==> src/rtl/dma2ch.sv <==
module dma2ch #(
  parameter int AW    = 32,
  parameter int DW    = 32,
  parameter int CNT_W = 16
) (
  input  logic             clk,
  input  logic             rst_n,
  input  logic             ld_valid,
  input  logic             ld_ch,
  input  logic [AW-1:0]    ld_src,
  input  logic [AW-1:0]    ld_dst,
  input  logic [CNT_W-1:0] ld_cnt,
  input  logic [1:0]       ld_size,
  input  logic             ld_src_inc,
  input  logic             ld_dst_inc,
  input  logic             ld_burst,
  input  logic             ld_sw,
  input  logic [1:0]       ext_req,
  input  logic             rr_mode,
  input  logic [1:0]       irq_en,
  input  logic [1:0]       irq_clr,
  output logic             bus_req,
  input  logic             bus_gnt,
  output logic [AW-1:0]    bus_addr,
  output logic             bus_rd,
  output logic             bus_wr,
  output logic [1:0]       bus_size,
  output logic [DW-1:0]    bus_wdata,
  input  logic [DW-1:0]    bus_rdata,
  output logic [1:0]       irq,
  output logic [1:0]       err
);

  typedef enum logic [1:0] {S_IDLE, S_REQ, S_RD, S_WR} st_t;

  st_t              state;
  logic [AW-1:0]    src_q   [2];
  logic [AW-1:0]    dst_q   [2];
  logic [CNT_W-1:0] cnt_q   [2];
  logic [1:0]       size_q  [2];
  logic [1:0]       sinc_q, dinc_q, burst_q;
  logic [1:0]       armed, run, pend, err_q;
  logic             cur, last, pick, bad;
  logic [DW-1:0]    data_q;

  function automatic logic misal(input logic [1:0] sz, input logic [1:0] a);
    case (sz)
      2'd0:    misal = 1'b0;
      2'd1:    misal = a[0];
      2'd2:    misal = |a;
      default: misal = 1'b1;
    endcase
  endfunction

  function automatic logic [AW-1:0] step(input logic [1:0] sz);
    step = AW'(1) << sz;
  endfunction

  always_comb begin
    if (run == 2'b11) pick = rr_mode ? ~last : 1'b0;
    else              pick = ~run[0];
    bad = misal(size_q[pick], src_q[pick][1:0]) | misal(size_q[pick], dst_q[pick][1:0]);
  end

  assign bus_req   = (state != S_IDLE);
  assign bus_rd    = (state == S_RD);
  assign bus_wr    = (state == S_WR);
  assign bus_addr  = bus_wr ? dst_q[cur] : src_q[cur];
  assign bus_size  = size_q[cur];
  assign bus_wdata = data_q;
  assign irq       = pend & irq_en;
  assign err       = err_q;

  always_ff @(posedge clk or negedge rst_n) begin
    if (!rst_n) begin
      state   <= S_IDLE;
      sinc_q  <= '0;
      dinc_q  <= '0;
      burst_q <= '0;
      armed   <= '0;
      run     <= '0;
      pend    <= '0;
      err_q   <= '0;
      cur     <= 1'b0;
      last    <= 1'b1;
      data_q  <= '0;
      for (int c = 0; c < 2; c++) begin
        src_q[c]  <= '0;
        dst_q[c]  <= '0;
        cnt_q[c]  <= '0;
        size_q[c] <= '0;
      end
    end else begin
      pend <= pend & ~irq_clr;
      if (ld_valid && !armed[ld_ch]) begin
        src_q[ld_ch]   <= ld_src;
        dst_q[ld_ch]   <= ld_dst;
        cnt_q[ld_ch]   <= ld_cnt;
        size_q[ld_ch]  <= ld_size;
        sinc_q[ld_ch]  <= ld_src_inc;
        dinc_q[ld_ch]  <= ld_dst_inc;
        burst_q[ld_ch] <= ld_burst;
        armed[ld_ch]   <= 1'b1;
        run[ld_ch]     <= ld_sw;
        err_q[ld_ch]   <= 1'b0;
      end
      for (int c = 0; c < 2; c++)
        if (armed[c] && !run[c] && ext_req[c]) run[c] <= 1'b1;
      case (state)
        S_IDLE: if (|run) begin
          if (bad) begin
            run[pick]   <= 1'b0;
            armed[pick] <= 1'b0;
            err_q[pick] <= 1'b1;
            pend[pick]  <= 1'b1;
          end else begin
            cur   <= pick;
            state <= S_REQ;
          end
        end
        S_REQ: if (bus_gnt) state <= S_RD;
        S_RD: begin
          data_q <= bus_rdata;
          state  <= S_WR;
        end
        S_WR: begin
          if (sinc_q[cur]) src_q[cur] <= src_q[cur] + step(size_q[cur]);
          if (dinc_q[cur]) dst_q[cur] <= dst_q[cur] + step(size_q[cur]);
          cnt_q[cur] <= cnt_q[cur] - CNT_W'(1);
          last       <= cur;
          if (cnt_q[cur] == CNT_W'(1)) begin
            run[cur]   <= 1'b0;
            armed[cur] <= 1'b0;
            pend[cur]  <= 1'b1;
            state      <= S_IDLE;
          end else begin
            state <= burst_q[cur] ? S_RD : S_IDLE;
          end
        end
        default: state <= S_IDLE;
      endcase
    end
  end

  p_rd_wr_excl_r1: assert property (@(posedge clk) disable iff (!rst_n)
    !(bus_rd && bus_wr));
  p_wr_after_rd_r1: assert property (@(posedge clk) disable iff (!rst_n)
    bus_wr |-> $past(bus_rd));
  p_owned_cycle_r6: assert property (@(posedge clk) disable iff (!rst_n)
    (bus_rd || bus_wr) |-> (bus_gnt && bus_req));
  p_steal_release_r6: assert property (@(posedge clk) disable iff (!rst_n)
    (bus_wr && !burst_q[cur]) |=> !bus_req);
  p_aligned_cycle_r8: assert property (@(posedge clk) disable iff (!rst_n)
    (bus_rd || bus_wr) |-> !misal(bus_size, bus_addr[1:0]));
  p_fixed_prio_r2: assert property (@(posedge clk) disable iff (!rst_n)
    (state == S_IDLE && run == 2'b11 && !rr_mode && !bad) |=> (state == S_REQ && cur == 1'b0));
  p_rr_rotate_r3: assert property (@(posedge clk) disable iff (!rst_n)
    (state == S_IDLE && run == 2'b11 && rr_mode && !bad) |=> (cur != $past(last)));

endmodule

==> config.mk <==
export PLATFORM = sky130hd
export DESIGN_NAME = dma2ch
export DESIGN_NICKNAME = d
export VERILOG_FILES = /design/src/rtl/dma2ch.sv
export SDC_FILE = /design/constraint.sdc
export NUM_CORES = 1
export LEC_CHECK = 0
export ABC_AREA = 1
export BUFFER_PORTS_ARGS = -buffer_cell sky130_fd_sc_hd__buf_4
export CAP_MARGIN = 20
export CORE_ASPECT_RATIO = 1.75
export CORE_UTILIZATION = 40
export DETAILED_ROUTE_END_ITERATION = 10
export GPL_TIMING_DRIVEN = 0
export HOLD_SLACK_MARGIN = 0.12
export PLACE_DENSITY = 0.6
export SYNTH_ARGS = -nofsm -noshare
export SYNTH_HDL_FRONTEND = slang
export SYNTH_SLANG_ARGS = --single-unit
==> constraint.sdc <==
create_clock -name clk -period 6.62 [get_ports clk]
set_input_delay 0 -clock clk [delete_from_list [all_inputs] [get_ports clk]]
set_output_delay 0 -clock clk [all_outputs]
set_load 0.01 [all_outputs]
# Word level (Yosys, flattened, before mapping)
# Index checks and enable logic that the tools add are counted.
[totals]
ff_bits = 214
output_inout_bits = 73
word_cells = 182
[classes]
add_sub_neg = 3
order_cmp = 11
eq_ne = 10
shifts = 1
n_mux = 95
n_bitwise = 22
n_reduce_logical = 21
[op_table]
columns = ["cell", "count"]
rows = [
  ["$mux 64", 6],
  ["$mux 32", 11],
  ["$bwmux 64", 4],
  ["$mux 16", 5],
  ["$mux 2", 33],
  ["$add 32x32->32", 2],
  ["$bwmux 32", 2],
  ["$demux 32 s1", 2],
  ["$demux 16 s1", 2],
  ["$shl 1x2->32 const A", 1],
  ["$eq 16x1->1 const B", 1],
  ["$sub 16x1->16 const B", 1],
  ["$mux 1", 15],
  ["$and 2x2->2", 7],
  ["$pmux 2 s2", 3],
  ["$logic_and 1x1->1", 10],
  ["$bwmux 2", 4],
  ["$eq 2x2->1 const B", 4],
  ["$not 2->2", 4],
  ["$or 2x2->2", 4],
  ["$pmux 2 s4", 1],
  ["$ge 2x2->1 const B", 3],
  ["$lt 1x2->1 const B", 3],
  ["$ne 2x2->1 const B", 3],
  ["15 further kinds", 32],
]

# Logic depth before layout (Yosys ltp)
[depth]
ltp_word = 13
mapped_depth = 20
depth_no_buf = 19

# Worst setup path after synthesis
# OpenSTA, ideal clock, no wires.
[synth_timing]
path_kind = "flip-flop to flip-flop"
startpoint = "register cur"
endpoint = "register dst_q[27] in the netlist's numbering"
setup_time_ns = 0.119
t_arrival_ns = 2.052
setup_slack_ns = 4.449
path_stages_with_launch = 17
n_path_buf = 1
cell_sequence = "dfrtp_1 > buf_6 > nand2_1 > nand2_2 > nand2_1 > inv_1 > ha_1 > inv_1 > nor2_1 > nand2_1 > nor2_1 > nand2_1 > nand2_1 > nand2_1 > nand2_1 > nand3_1 > and2_1"
[synth_via]
elab_chain_cells = 9
[synth_lines]
columns = ["element", "line", "text"]
rows = [
  ["from (decl)", "43", "logic cur, last, pick, bad;"],
  ["from (signal assigned)", "117", "cur <= pick;"],
  ["$not 1->2", "n/a", ""],
  ["$mux 2 (3 in series)", "n/a", ""],
  ["net bus_size[0]", "27", "output logic [1:0] bus_size,"],
  ["$shl 1x2->32", "56", "step = AW'(1) << sz;"],
  ["$add 32x32->32", "128", "if (dinc_q[cur]) dst_q[cur] <= dst_q[cur] + step(size_q[cur]);"],
  ["$bwmux 64", "128", ""],
  ["$mux 64", "128", ""],
  ["$mux 64", "109", "case (state)"],
  ["to (signal, indexed assignment)", "97", "dst_q[ld_ch] <= ld_dst;"],
  ["to (signal, indexed assignment)", "128", ""],
  ["to (decl)", "38", "logic [AW-1:0] dst_q [2];"],
]
# The timed path passes the listed nets, and every way through them passes these cells. The select of a mux whose other input is x is not followed.
# A chain may end at the register's enable or synchronous reset.

# Worst setup path after layout
[layout_timing]
startpoint = "register state[0]"
endpoint = "register src_q[50] in the netlist's numbering"
[layout_via]
elab_chain_cells = 2
[layout_lines]
columns = ["element", "line", "text"]
rows = [
  ["from (decl)", "36", "st_t state;"],
  ["from (signal assigned)", "137", "state <= burst_q[cur] ? S_RD : S_IDLE;"],
  ["$eq 2x2->1", "109", ""],
  ["$mux 64", "109", ""],
  ["to (signal, indexed assignment)", "96", "src_q[ld_ch] <= ld_src;"],
  ["to (signal, indexed assignment)", "127", "if (sinc_q[cur]) src_q[cur] <= src_q[cur] + step(size_q[cur]);"],
  ["to (decl)", "37", "logic [AW-1:0] src_q [2];"],
]
# Every way passes these cells.

==> metrics <==
Setup CP Type reg -> reg; Post-synth ARST share 100.0%; Place WS 3.068 ns; Antenna Nets Post-Route 0; CP startpoint kind register; final hold viol count 0; Final Power 9.918 mW; filler cell count in the final layout 3525; GRT Total Usage 38.12%; CTS root buffer clkbuf_16; Synth area leader dfrtp_1; Die Height 252.1 um; DIE AREA 36530 um^2; GR Layer Usage met1 41.52%; Req. time, crit path 7.06 ns; ratio of cells with drive above 1 in the final layout 14.97%; Final Skew 0.03097 ns; IO Port Bufs 202; Data arrival, critical path 4.27 ns; worst slew pin tran 1.261 ns; Final min period 3.829 ns; total grt overflow 0; Chip Width 144.9 um; CTS clk-pin slew, worst paths 0.06 ns; RSZ-0062 raised after global routing false; vias in the first global route 16140; mapped cell area 14300 um^2; Resized cells post-CTS 0; fin cells 2986; GRT Max-Usage Layer met2; Via density 5.450; max_cap viols 0; Post-synth EDFFs 0; pwr dens 533.7 nW/um^2; Longest Clk Path Bufs 3; IO Pins 203; Initial Util 40.64%; Total Nets Final 2643; slowest cell delay on critical path 0.84 ns; final WL 69.76 mm; maximum vdd drop 301.6 uV; routed len/inst 23.36 um; Avg Cell Area, Syn 6.675 um^2; CTS H-tree lvls 1; setup tns final 0 ns; DR iter-0 viols 1277; via count 16280; Clk Latency, worst-skew pair 0.56 ns; synth cell count leaders nand2_1, inv_1, dfrtp_1, o21ai_0, nor2_1; Synth top area share 37.28%; Worst Setup End Kind register; number of remaining DRC errors 0; register area share after synthesis 37.46%; Worst path slowest cell nor2_2; Hold Path Class in -> reg; largest cells by area after synthesis dfrtp_1, nand2_1, o21ai_0, inv_1, nand3_1; design area 18580 um^2; Core Footprint 35180 um^2; synth warn 0; top_reg_cell synth dfrtp_1; placed insts 2812; Post-DP Area 16490 um^2; total CTS buffers 24; DRT Pass-1 Iters 5; Routability Congestion 0.9883; CTS tree done; first-pass GRT wire length 101.7 mm; Leak 9.302 nW; syn_nets 2281; run status finished, final reports clean; grt met2 use 66.88%; Mapped Cells 2142; worst path cell trace ha_1, buf_2, inv_2, nor2_2, nand2_1, inv_1, clkbuf_1, nand3_1, nand2_1, inv_1; post-synth cell types 46; crit share post-route 57.84%; worst path bufs/invs 5; setup ws final 2.791 ns; Worst slew margin 15.96%; crit-path max FO 10; P&R area growth vs syn 29.98%; utilization after layout 52.82%; most frequent cell after synthesis nand2_1; number of cell rows 91; largest net degree at the start of global routing 97; hold_ws 0.1918 ns; number of synthesized register bits 214; Num Clock Sinks 214; FMAX 0.2612 GHz; setup violation total in the final timing report 0; Final Slew Violations 0; met3 Use GR 4.729%; Worst path top cell family by delay simple AND/OR/NAND/NOR gates; antenna violations before repair 0; Detail Placement HPWL 52.64 mm
-- worst min-delay path, stage by stage --
cell           delay, ns
dlygate4sd3_1       0.52
buf_4               0.10
nand2_1             0.04
nand2_1             0.05
-- cell families (layout without fill, tap and decap cells) --
family	count (synthesis)	after routing	share of synthesized area (%)
mux	17	17	1.260
simple gates	1122	1122	32.75
fa+ha+maj	9	9	0.7876
xor+xnor	33	33	2.021
other cells	0	2	0
buf+inv	371	748	10.85
compound gates	376	376	14.87
flops	214	214	37.46
-- sequential cells by signal, indices dropped and copies added (netlist names) --
signal	cells
state	2
burst_q	2
src_q	64
size_q	4
err	2
last	1
bus_wdata	32
run	2
cnt_q	32
pend	2
dst_q	64
armed	2
sinc_q	2
dinc_q	2
cur	1
-- routing by layer --
metal / routed length (um) / up-vias
li1: - / 7527
met1: 25020 / 7640
met2: 34010 / 855
met3: 4792 / 253
met4: 5949 / 0
met5: 0 / -
-- power breakdown --
group	internal [mW]	switching, mW
registers	1.96	0.325
logic	1.98	4.28
clock network	0.770	0.604
-- layout by cell type (no fill, tap or decap), drive strengths merged, types with 9 or more instances in the layout --
| cell type | n |
|---|---|
| nand2 | 761 |
| inv | 268 |
| o21ai | 265 |
| buf | 247 |
| dfrtp | 213 |
| nor2 | 168 |
| nand3 | 133 |
| dlygate4sd3 | 130 |
| clkbuf | 92 |
| a21oi | 42 |
| o211ai | 28 |
| nand4 | 26 |
| xor2 | 23 |
| nor3 | 15 |
| o22ai | 11 |
| a31oi | 10 |
| xnor2 | 10 |
| mux2i | 9 |
| ha | 9 |
| or2 | 9 |
-- timing repair --
| item | CTS | global route |
|---|---|---|
| buffers inserted | 0 | 0 |
| hold buffers | 131 | 0 |
| endpoints found under the hold margin | 426 | 0 |
-- area by class of cell --
type,instances,area [um^2],area share [%]
Multi-Input combinational cell,1557,7390,39.76
Sequential cell,214,5356,28.82
Timing Repair Buffer,336,2935,15.79
Inverter,272,1021,5.494
Clock buffer,34,699.4,3.764
Tap cell,465,581.8,3.131
Buffer,99,530.5,2.855
Clock inverter,7,65.06,0.3501
Antenna cell,2,5.005,0.02693
-- final timing paths --
check / end / cells past startpoint / slack [ns] / from
min: bus_wdata[5] / 4 / 0.19 / bus_rdata[5]
max: src_q[50] / 10 / 2.79 / state[0]
min in group asynchronous: cnt_q[18] / 4 / 0.58 / rst_n
max in group asynchronous: src_q[11] / 4 / 5.45 / rst_n
max reg2reg: src_q[50] / 10 / 2.79 / state[0]
min reg2reg: bus_wdata[2] / 2 / 0.47 / bus_wdata[2]
(Power assumes the default switching activity.)
